<file path="config.mk">
export PLATFORM = sky130hd
export DESIGN_NAME = salted_btb
export DESIGN_NICKNAME = d
export VERILOG_FILES = /design/src/rtl/salted_btb_pkg.sv /design/src/rtl/btb_index_hash.sv /design/src/rtl/btb_store.sv /design/src/rtl/btb_lookup.sv /design/src/rtl/salted_btb.sv
export SDC_FILE = /design/constraint.sdc
export NUM_CORES = 1
export LEC_CHECK = 0
export ABC_CLOCK_PERIOD_IN_PS = 3800
export BUFFER_PORTS_ARGS = -buffer_cell sky130_fd_sc_hd__clkbuf_2
export CAP_MARGIN = 20
export CORE_ASPECT_RATIO = 1.25
export CORE_MARGIN = 4
export CORE_UTILIZATION = 50
export DETAILED_ROUTE_END_ITERATION = 8
export PLACE_DENSITY = 0.72
export SLEW_MARGIN = 15
export SYNTH_ARGS = -nofsm -noshare
export SYNTH_HDL_FRONTEND = slang
export SYNTH_SLANG_ARGS = --single-unit
</file>
<file path="constraint.sdc">
create_clock -name clk -period 3.8 [get_ports clk]
set_input_delay 0.76 -clock clk [delete_from_list [all_inputs] [get_ports clk]]
set_output_delay 0.76 -clock clk [all_outputs]
set_load 0.01 [all_outputs]
</file>
<file path="src/rtl/salted_btb_pkg.sv">
// Shared types for the salted branch target buffer.
// Assumes: nothing beyond IEEE 1800-2017.
package salted_btb_pkg;

    // Outcome of one lookup before it is registered
    typedef enum logic [1:0] {
        LK_NONE  = 2'd0,
        LK_HIT   = 2'd1,
        LK_MISS  = 2'd2,
        LK_ALIAS = 2'd3
    } lookup_e;

endpackage

</file>
<file path="src/rtl/btb_index_hash.sv">
// Index and tag former: index = lo ^ (hi & salt), tag = bits above the low slice.
// Assumes ADDR_W covers IDX_LSB + IDX_W + max(IDX_W, TAG_W) bits.
module btb_index_hash #(
    parameter int ADDR_W  = 32,
    parameter int IDX_LSB = 2,
    parameter int IDX_W   = 4,
    parameter int TAG_W   = 8
) (
    input  logic [ADDR_W-1:0] pc,
    input  logic [IDX_W-1:0]  salt,
    output logic [IDX_W-1:0]  idx,
    output logic [TAG_W-1:0]  tag
);
    localparam int HI_LSB = IDX_LSB + IDX_W;

    logic [IDX_W-1:0] lo_slice;
    logic [IDX_W-1:0] hi_slice;
    logic             unused_pc_bits;

    // Slice the address and mix the salt into the index
    always_comb begin
        lo_slice = pc[IDX_LSB +: IDX_W];
        hi_slice = pc[HI_LSB +: IDX_W];
        idx      = lo_slice ^ (hi_slice & salt);
        tag      = pc[HI_LSB +: TAG_W];
    end

    assign unused_pc_bits = ^pc;

endmodule

</file>
<file path="src/rtl/btb_store.sv">
// Entry storage: per-entry valid bit, tag and target, one write and one read port.
// Assumes clear has priority over a write in the same cycle; read is combinational.
module btb_store #(
    parameter int IDX_W = 4,
    parameter int TAG_W = 8,
    parameter int TGT_W = 32
) (
    input  logic             clk,
    input  logic             rst_n,
    input  logic             clr,
    input  logic             wr_en,
    input  logic [IDX_W-1:0] wr_idx,
    input  logic [TAG_W-1:0] wr_tag,
    input  logic [TGT_W-1:0] wr_tgt,
    input  logic [IDX_W-1:0] rd_idx,
    output logic             rd_valid,
    output logic [TAG_W-1:0] rd_tag,
    output logic [TGT_W-1:0] rd_tgt
);
    localparam int ENTRIES = 1 << IDX_W;

    logic [ENTRIES-1:0] valid_q;
    logic [TAG_W-1:0]   tag_q [ENTRIES];
    logic [TGT_W-1:0]   tgt_q [ENTRIES];

    genvar e;
    generate
        for (e = 0; e < ENTRIES; e++) begin : g_entry
            // Valid bit: reset and clear empty it, a write to this entry fills it
            always_ff @(posedge clk) begin
                if (!rst_n || clr) begin
                    valid_q[e] <= 1'b0;
                end else if (wr_en && (wr_idx == IDX_W'(e))) begin
                    valid_q[e] <= 1'b1;
                end
            end

            // Payload: tag and target follow every accepted write
            always_ff @(posedge clk) begin
                if (!clr && wr_en && (wr_idx == IDX_W'(e))) begin
                    tag_q[e] <= wr_tag;
                    tgt_q[e] <= wr_tgt;
                end
            end
        end
    endgenerate

    // Read port
    always_comb begin
        rd_valid = valid_q[rd_idx];
        rd_tag   = tag_q[rd_idx];
        rd_tgt   = tgt_q[rd_idx];
    end

endmodule

</file>
<file path="src/rtl/btb_lookup.sv">
// Lookup resolution with update forwarding and registered outputs.
// Assumes kill marks a context-switch cycle, in which every lookup misses.
module btb_lookup
    import salted_btb_pkg::*;
#(
    parameter int IDX_W = 4,
    parameter int TAG_W = 8,
    parameter int TGT_W = 32
) (
    input  logic             clk,
    input  logic             rst_n,
    input  logic             tag_en,
    input  logic             kill,
    input  logic             fetch_vld,
    input  logic [IDX_W-1:0] fetch_idx,
    input  logic [TAG_W-1:0] fetch_tag,
    input  logic             upd_vld,
    input  logic [IDX_W-1:0] upd_idx,
    input  logic [TAG_W-1:0] upd_tag,
    input  logic [TGT_W-1:0] upd_tgt,
    input  logic             rd_valid,
    input  logic [TAG_W-1:0] rd_tag,
    input  logic [TGT_W-1:0] rd_tgt,
    output logic             pred_hit,
    output logic [TGT_W-1:0] pred_target,
    output logic             alias_pulse
);
    logic             fwd;
    logic             eff_valid;
    logic [TAG_W-1:0] eff_tag;
    logic [TGT_W-1:0] eff_tgt;
    lookup_e          outcome;

    // Choose the forwarded update or the stored entry, then classify
    always_comb begin
        fwd       = upd_vld && (upd_idx == fetch_idx);
        eff_valid = fwd ? 1'b1 : rd_valid;
        eff_tag   = fwd ? upd_tag : rd_tag;
        eff_tgt   = fwd ? upd_tgt : rd_tgt;
        if (!fetch_vld || kill) begin
            outcome = LK_NONE;
        end else if (!eff_valid) begin
            outcome = LK_MISS;
        end else if (!tag_en || (eff_tag == fetch_tag)) begin
            outcome = LK_HIT;
        end else begin
            outcome = LK_ALIAS;
        end
    end

    // Output register stage
    always_ff @(posedge clk) begin
        if (!rst_n) begin
            pred_hit    <= 1'b0;
            alias_pulse <= 1'b0;
            pred_target <= '0;
        end else begin
            pred_hit    <= (outcome == LK_HIT);
            alias_pulse <= (outcome == LK_ALIAS);
            if (outcome == LK_HIT) begin
                pred_target <= eff_tgt;
            end
        end
    end

endmodule

</file>
<file path="src/rtl/salted_btb.sv">
// Top: salted, optionally tagged, direct-mapped branch target buffer.
// Assumes one lookup and one update per cycle; ctx_switch has priority over updates.
module salted_btb #(
    parameter int ADDR_W  = 32,
    parameter int IDX_LSB = 2,
    parameter int IDX_W   = 4,
    parameter int TAG_W   = 8
) (
    input  logic              clk,
    input  logic              rst_n,
    input  logic              tag_en,
    input  logic              fetch_vld,
    input  logic [ADDR_W-1:0] fetch_pc,
    input  logic              upd_vld,
    input  logic [ADDR_W-1:0] upd_pc,
    input  logic [ADDR_W-1:0] upd_target,
    input  logic              ctx_switch,
    input  logic [IDX_W-1:0]  ctx_salt,
    output logic              pred_hit,
    output logic [ADDR_W-1:0] pred_target,
    output logic              alias_pulse
);
    logic [IDX_W-1:0] salt_q;
    logic [IDX_W-1:0] f_idx, u_idx;
    logic [TAG_W-1:0] f_tag, u_tag;
    logic             rd_valid;
    logic [TAG_W-1:0] rd_tag;
    logic [ADDR_W-1:0] rd_tgt;
    logic             wr_en;

    // Salt register: loaded on each context switch
    always_ff @(posedge clk) begin
        if (!rst_n) begin
            salt_q <= '0;
        end else if (ctx_switch) begin
            salt_q <= ctx_salt;
        end
    end

    assign wr_en = upd_vld && !ctx_switch;

    btb_index_hash #(.ADDR_W(ADDR_W), .IDX_LSB(IDX_LSB), .IDX_W(IDX_W), .TAG_W(TAG_W))
    i_fetch_hash (.pc(fetch_pc), .salt(salt_q), .idx(f_idx), .tag(f_tag));

    btb_index_hash #(.ADDR_W(ADDR_W), .IDX_LSB(IDX_LSB), .IDX_W(IDX_W), .TAG_W(TAG_W))
    i_upd_hash (.pc(upd_pc), .salt(salt_q), .idx(u_idx), .tag(u_tag));

    btb_store #(.IDX_W(IDX_W), .TAG_W(TAG_W), .TGT_W(ADDR_W)) i_store (
        .clk(clk), .rst_n(rst_n), .clr(ctx_switch),
        .wr_en(wr_en), .wr_idx(u_idx), .wr_tag(u_tag), .wr_tgt(upd_target),
        .rd_idx(f_idx), .rd_valid(rd_valid), .rd_tag(rd_tag), .rd_tgt(rd_tgt)
    );

    btb_lookup #(.IDX_W(IDX_W), .TAG_W(TAG_W), .TGT_W(ADDR_W)) i_lookup (
        .clk(clk), .rst_n(rst_n), .tag_en(tag_en), .kill(ctx_switch),
        .fetch_vld(fetch_vld), .fetch_idx(f_idx), .fetch_tag(f_tag),
        .upd_vld(upd_vld), .upd_idx(u_idx), .upd_tag(u_tag), .upd_tgt(upd_target),
        .rd_valid(rd_valid), .rd_tag(rd_tag), .rd_tgt(rd_tgt),
        .pred_hit(pred_hit), .pred_target(pred_target), .alias_pulse(alias_pulse)
    );

endmodule

</file>
==> impl_metrics.env, run 1 <==
export IMPL_status="finished, final reports clean"
export IMPL_dr_pass1_iters=5
export IMPL_grt_ovfl_total=0
export IMPL_portBuffers=99
export IMPL_grt_pass1_wl_mm=95.6
export IMPL_die_area_sq_um=58800
export IMPL_final_core_util=0.587
export IMPL_multi_input_area_sq_um=6900
export IMPL_clock_path_buffers=3
export IMPL_vias=14000
export IMPL_hold_depth=3
export IMPL_path_class="flop to flop"
export IMPL_rows=95
export IMPL_grt_usage=0.218
export IMPL_power_mw=15.9
export IMPL_dp_hpwl_mm=36.9
export IMPL_cp_slowest_stage_delay_ns=0.56
export IMPL_synth_area_top_cells="edfxtp_1 (70%), mux4_2 (15%), dfxtp_1 (3.9%)"
export IMPL_worstHoldStart="rst_n"
export IMPL_synthToLayoutAreaGrowth_pct=15.5
export IMPL_hold_buffers=0
export IMPL_post_cts_buffers=0
export IMPL_cpMostUsedCell="buf_4"
export IMPL_synth_top_area_share=0.699
export IMPL_regArea_sq_um=20300
export IMPL_reg2reg_to="i_lookup.pred_target[10]"
export IMPL_crit_required_ns=4.32
export IMPL_place_congestion=0.871
export IMPL_synth_edf_count=640
export IMPL_syn_inst=1297
export IMPL_pin_count=140
export IMPL_clkTransAtPathRegs_ns=0.07
export IMPL_ir_drop_mv=0.341
export IMPL_drv_cap=0
export IMPL_slowest_stage="mux4_2"
export IMPL_r2r_slack_ns=0.23
export IMPL_cts_sinks=694
export IMPL_grt_pass1_vias=14500
export IMPL_cp_start_kind="flop"
export IMPL_drt_antenna_violating_nets=0
export IMPL_tightest_slew_ns=0.989
export IMPL_path_max_fanout=18
export IMPL_synth_fp_nets=1403
export IMPL_clk_latency_ns=0.61
export IMPL_arrival_ns=4.09
export IMPL_drc=0
export IMPL_crit_path_cell_trace="nand3b_1, nand2_4, buf_4, buf_4, mux4_2, nand3_1, nand4b_1, o211ai_4, buf_4, a41oi_1, a211oi_2"
export IMPL_post_drt_wl_per_cell_um=28.1
export IMPL_rsz0062_at_grt="no"
export IMPL_fp_dieW_um=218
export IMPL_ys_ff_latch=694
export IMPL_cts_root_buf="clkbuf_16"
export IMPL_finalSetupViolations=0
export IMPL_avgViaCountPerCell=6.14
export IMPL_nFillCells=3803
export IMPL_period_needed_ns=3.57
export IMPL_htree_levels=2
export IMPL_dpl_cell_count=2152
export IMPL_hold_path_class="input port to flop"
export IMPL_syn_avg_cell_area_sq_um=21.2
export IMPL_reg2reg_from="salt_q[1]"
export IMPL_routed_wl_mm=63.9
export IMPL_comb_power_share=0.077
export IMPL_antenna_found_initial=4
export IMPL_skew_ns=0.0185
export IMPL_numCtsBuffers=61
export IMPL_drt_iter0_drc=1630
export IMPL_synthFlopType="edfxtp_1"
export IMPL_async_flop_share=0
export IMPL_coreArea_sq_um=54100
export IMPL_seq_power_share=0.529
export IMPL_syn_area_sq_um=27500
export IMPL_yosys_area_top_type="edfxtp_1"
export IMPL_p_clk_frac=0.395
export IMPL_slew_viol_final=0
export IMPL_internal_power_mw=12.6
export IMPL_power_leakage_nw=10.2
export IMPL_seq_area_frac_synth=0.739
export IMPL_cts_tree="yes"
export IMPL_min_to="i_lookup.alias_pulse"
export IMPL_max_freq_mhz=280
export IMPL_finalNonFillerCells=2271
export IMPL_r2r_cells=11
export IMPL_start_util=0.508
export IMPL_endpoint_kind="flop"
export IMPL_whs_ns=0.392
export IMPL_synth_warnings=0
export IMPL_hold_violations=0
export IMPL_nNetsFinal=1594
export IMPL_grt_max_degree=57
export IMPL_synth_common_cells="edfxtp_1 (640), mux4_2 (183), dfxtp_1 (54)"
export IMPL_synth_most_common_cell="edfxtp_1"
export IMPL_post_cts_resized=0
export IMPL_ys_types=63
export IMPL_drive_gt1_frac=0.357
export IMPL_sw_frac_of_total=0.213
export IMPL_slew_headroom=0.338
export IMPL_layout_worst_path_cycle_share=0.939
export IMPL_p_sw_mw=3.39
export IMPL_fp_dieH_um=270
export IMPL_powerDensity_nw_per_um2=503
## cell families after synthesis
group / Yosys count / synth area share
flops: 694 / 0.739
mux: 237 / 0.170
compound gates: 142 / 0.0455
simple gates: 116 / 0.0225
buf+inv: 86 / 0.0164
xor+xnor: 22 / 0.00701
## stage by stage
step	TNS [ns]	instance area (sq um)	setup slack (ns)
after floorplan	0	27500	0.0281
after global routing	0	31700	0.0352
after CTS	0	31700	0.203
after detailed placement	-5.18	29700	-0.219
after global placement	-3.49	29700	-0.132
final	0	31700	0.231
## state kept, by name, summed over array words and instances, names as in the netlist
register and flops:
i_lookup.pred_target 32, i_store.valid_q 16, i_lookup.alias_pulse 1, i_store.tag_q 128
i_lookup.pred_hit 1, i_store.tgt_q 512, salt_q 4
## power groups by stage
| stage | clock network [mW] | logic (mW) | registers [mW] |
|---|---|---|---|
| after floorplan | 0 | 0.723 | 8.60 |
| after global placement | 0 | 1.21 | 8.59 |
| after detailed placement | 0 | 1.23 | 8.60 |
| after CTS | 6.39 | 1.23 | 8.43 |
| after global routing | 6.72 | 1.31 | 8.43 |
| final | 6.29 | 1.22 | 8.43 |
## routing by layer
layer  global-route usage  part of all wire  vias up
met5                    0                 0        -
met4               0.0606             0.027        0
met3               0.0361             0.071      113
met2                0.381              0.53      598
met1                0.287              0.38     7351
li1                     -                 -     5888
## placed cells by master, fill, tap and decap left out, types with 11 or more instances in the layout
cell type / n
nand2_1: 21
a41oi_1: 32
nor2_4: 18
clkinv_2: 16
o21a_1: 16
dfxtp_1: 54
clkbuf_16: 62
xor2_1: 13
a211oi_1: 11
buf_4: 90
a211oi_2: 30
nand3_1: 12
clkbuf_1: 13
mux2i_1: 51
edfxtp_1: 640
o21ai_0: 15
clkbuf_2: 99
mux4_2: 183
buf_12: 18
nor2_1: 19
## how the worst max path moves through the flow
stage | startpoint | slack [ns] | to | cells after the start
final | salt_q[1] | 0.23 | i_lookup.pred_target[10] | 11
after global routing | salt_q[0] | 0.04 | i_lookup.pred_target[16] | 11
after CTS | salt_q[0] | 0.20 | i_lookup.pred_target[31] | 11
after detailed placement | fetch_pc[2] | -0.22 | i_lookup.pred_target[31] | 12
after global placement | fetch_pc[2] | -0.13 | i_lookup.pred_target[15] | 12
after floorplan | fetch_pc[6] | 0.03 | i_lookup.pred_target[11] | 10
## worst max-delay path: cells and delay by family, from the launching register on
family | cells | cell delay, ns
buffers and inverters | 3 | 0.89
AOI/OAI and AO/OA | 3 | 0.83
muxes | 1 | 0.56
and+or+nand+nor | 4 | 0.65
DFF | 1 | 0.54
## final cells by class
class	instances	share of cell area
Tap cell	727	0.0287
Timing Repair Buffer	207	0.0483
Multi-Input combinational cell	517	0.217
Antenna cell	4	0.000315
Clock buffer	79	0.0522
Sequential cell	694	0.640
Clock inverter	36	0.0124
Inverter	7	0.000828
Power figures use the tool's default switching activity.
==> inputs of run 2 (changes only) <==
--- a/config.mk
+++ b/config.mk
@@ -9,7 +9,7 @@
 export BUFFER_PORTS_ARGS = -buffer_cell sky130_fd_sc_hd__clkbuf_2
 export CAP_MARGIN = 20
 export CORE_ASPECT_RATIO = 1.25
-export CORE_MARGIN = 4
+export CORE_MARGIN = 3
 export CORE_UTILIZATION = 50
 export DETAILED_ROUTE_END_ITERATION = 8
 export PLACE_DENSITY = 0.72
==> run 2 against run 1 <==
Against the previous run:
- routed wire length rose by 1.6%
- sequential share of layout area decreased by 0.40 points
- global-route usage up 0.89 points
- combinational power about the same
- critical path type unchanged
- critical endpoint is now i_lookup.pred_target[31]
- largest cell class unchanged
==> impl_metrics.env, run 2 (synthesized netlist as in run 1, its figures left out) <==
export IMPL_status="finished, final reports clean"
export IMPL_met2_length_mm=33.2
export IMPL_cts_tree="yes"
export IMPL_endpoint_kind="flop"
export IMPL_power_leakage_nw=10.2
export IMPL_drt_antenna_violating_nets=0
export IMPL_mostFrequentLayoutCells="edfxtp_1 (640), mux4_2 (183), clkbuf_2 (99), buf_4 (73), clkbuf_16 (70)"
export IMPL_rsz0062_at_grt="no"
export IMPL_dp_hpwl_mm=36.3
export IMPL_period_needed_ns=3.59
export IMPL_skew_ns=0.0250
export IMPL_fp_dieW_um=216
export IMPL_place_congestion=0.823
export IMPL_m1WireLength_mm=25.1
export IMPL_tns_ns=0
export IMPL_finalWorstSetupSlack_ns=0.214
export IMPL_grt_max_degree=70
export IMPL_arrival_ns=4.08
export IMPL_nFillCells=3763
export IMPL_die_area_sq_um=57800
export IMPL_post_cts_resized=0
export IMPL_vias=14100
export IMPL_clkTransAtPathRegs_ns=0.07
export IMPL_crit_required_ns=4.29
export IMPL_coreArea_sq_um=54100
export IMPL_portBuffers=99
export IMPL_grt_pass1_wl_mm=96.2
export IMPL_drv_cap=0
export IMPL_synthToLayoutAreaGrowth_pct=16.2
export IMPL_avgViaCountPerCell=6.22
export IMPL_dr_pass1_iters=5
export IMPL_highest_layer="met4"
export IMPL_post_drt_wl_per_cell_um=28.6
export IMPL_routed_wl_mm=64.9
export IMPL_path_class="flop to flop"
export IMPL_cp_start_kind="flop"
export IMPL_largest_register="i_store.tgt_q"
export IMPL_ir_drop_mv=0.268
export IMPL_largest_reg_flops=512
export IMPL_slew_viol_final=0
export IMPL_antenna_found_initial=2
export IMPL_path_max_fanout=16
export IMPL_grt_ovfl_total=0
export IMPL_tightest_slew_ns=0.969
export IMPL_powerDensity_nw_per_um2=508
export IMPL_fp_dieH_um=268
export IMPL_clk_latency_ns=0.58
export IMPL_nNetsFinal=1594
export IMPL_max_freq_mhz=279
export IMPL_post_cts_buffers=0
export IMPL_power_mw=16.2
export IMPL_top_regs="i_store.tgt_q (512), i_store.tag_q (128), i_lookup.pred_target (32)"
export IMPL_layout_worst_path_cycle_share=0.944
export IMPL_cts_root_buf="clkbuf_16"
export IMPL_rows=95
export IMPL_final_common_cell="edfxtp_1"
export IMPL_hold_path_class="input port to flop"
export IMPL_cts_sinks=694
export IMPL_clock_path_buffers=3
export IMPL_drive_gt1_frac=0.351
export IMPL_grt_usage=0.227
export IMPL_slew_headroom=0.352
export IMPL_drc=0
export IMPL_drt_iter0_drc=1297
export IMPL_wl_met3_mm=4.55
export IMPL_hold_violations=0
export IMPL_pin_count=140
export IMPL_finalSetupViolations=0
export IMPL_numCtsBuffers=66
export IMPL_preCtsSetupSlack_ns=-0.216
export IMPL_htree_levels=3
export IMPL_grt_pass1_vias=14700
export IMPL_start_util=0.508
export IMPL_hold_buffers=0
[run 2: cell types whose count changed in the layout (fill, tap and decap cells not counted), sizes merged]
cell,before,now
buf,108,103
bufinv,8,6
clkbuf,178,192
clkinv,24,16
clkinvlp,3,2
diode,4,3
inv,8,9
[run 2: cell type report]
| cell class | count | area [sq um] | area share |
|---|---|---|---|
| flip-flops and latches | 694 | 20300 | 0.636 |
| multi-input cells | 517 | 6900 | 0.216 |
| clock inverters | 26 | 283 | 0.00886 |
| diodes | 3 | 7.51 | 0.000235 |
| clock buffers | 93 | 1860 | 0.0582 |
| repair buffers | 202 | 1640 | 0.0515 |
| well taps | 727 | 910 | 0.0285 |
| inverters | 7 | 26.3 | 0.000823 |
[run 2: metrics by stage]
step                      hold slack (ns)   util  area, sq um  cells
after floorplan                     0.435      -        27500   1297
after global placement              0.442  0.551        29800   2147
after detailed placement            0.453  0.551        29800   2147
after CTS                           0.407  0.590        31900   2266
after global routing                0.450  0.590        31900   2266
final                               0.428  0.590        31900   2269
[run 2: critical path: stages, from the launching register on]
cell and delay, ns:
dfxtp_1 0.52, nand3b_2 0.19, nand2_8 0.16, mux4_2 0.50, a22o_1 0.26, or4_1 0.51
a22oi_1 0.31, a311o_2 0.34, buf_4 0.29, a41oi_1 0.17, a211oi_1 0.24
[run 2: power by group]
group	internal [mW]	switching [mW]	total, mW
clock network	3.83	2.72	6.55
registers	8.41	0.0198	8.43
logic	0.532	0.697	1.23
total	12.8	3.43	16.2
[run 2: per-layer routing]
layer	GRT usage	vias up
li1	-	5885
met1	0.298	7480
met2	0.386	610
met3	0.0411	135
met4	0.0865	0
met5	0	-
[run 2: final timing paths]
path	startpoint	endpoint	cells after the start	slack (ns)
worst max-delay path	salt_q[0]	i_lookup.pred_target[31]	10	0.21
worst max register to register	salt_q[0]	i_lookup.pred_target[31]	10	0.21
worst min register to register	i_store.valid_q[12]	i_store.valid_q[12]	1	0.46
worst min-delay path	ctx_salt[3]	salt_q[3]	3	0.43
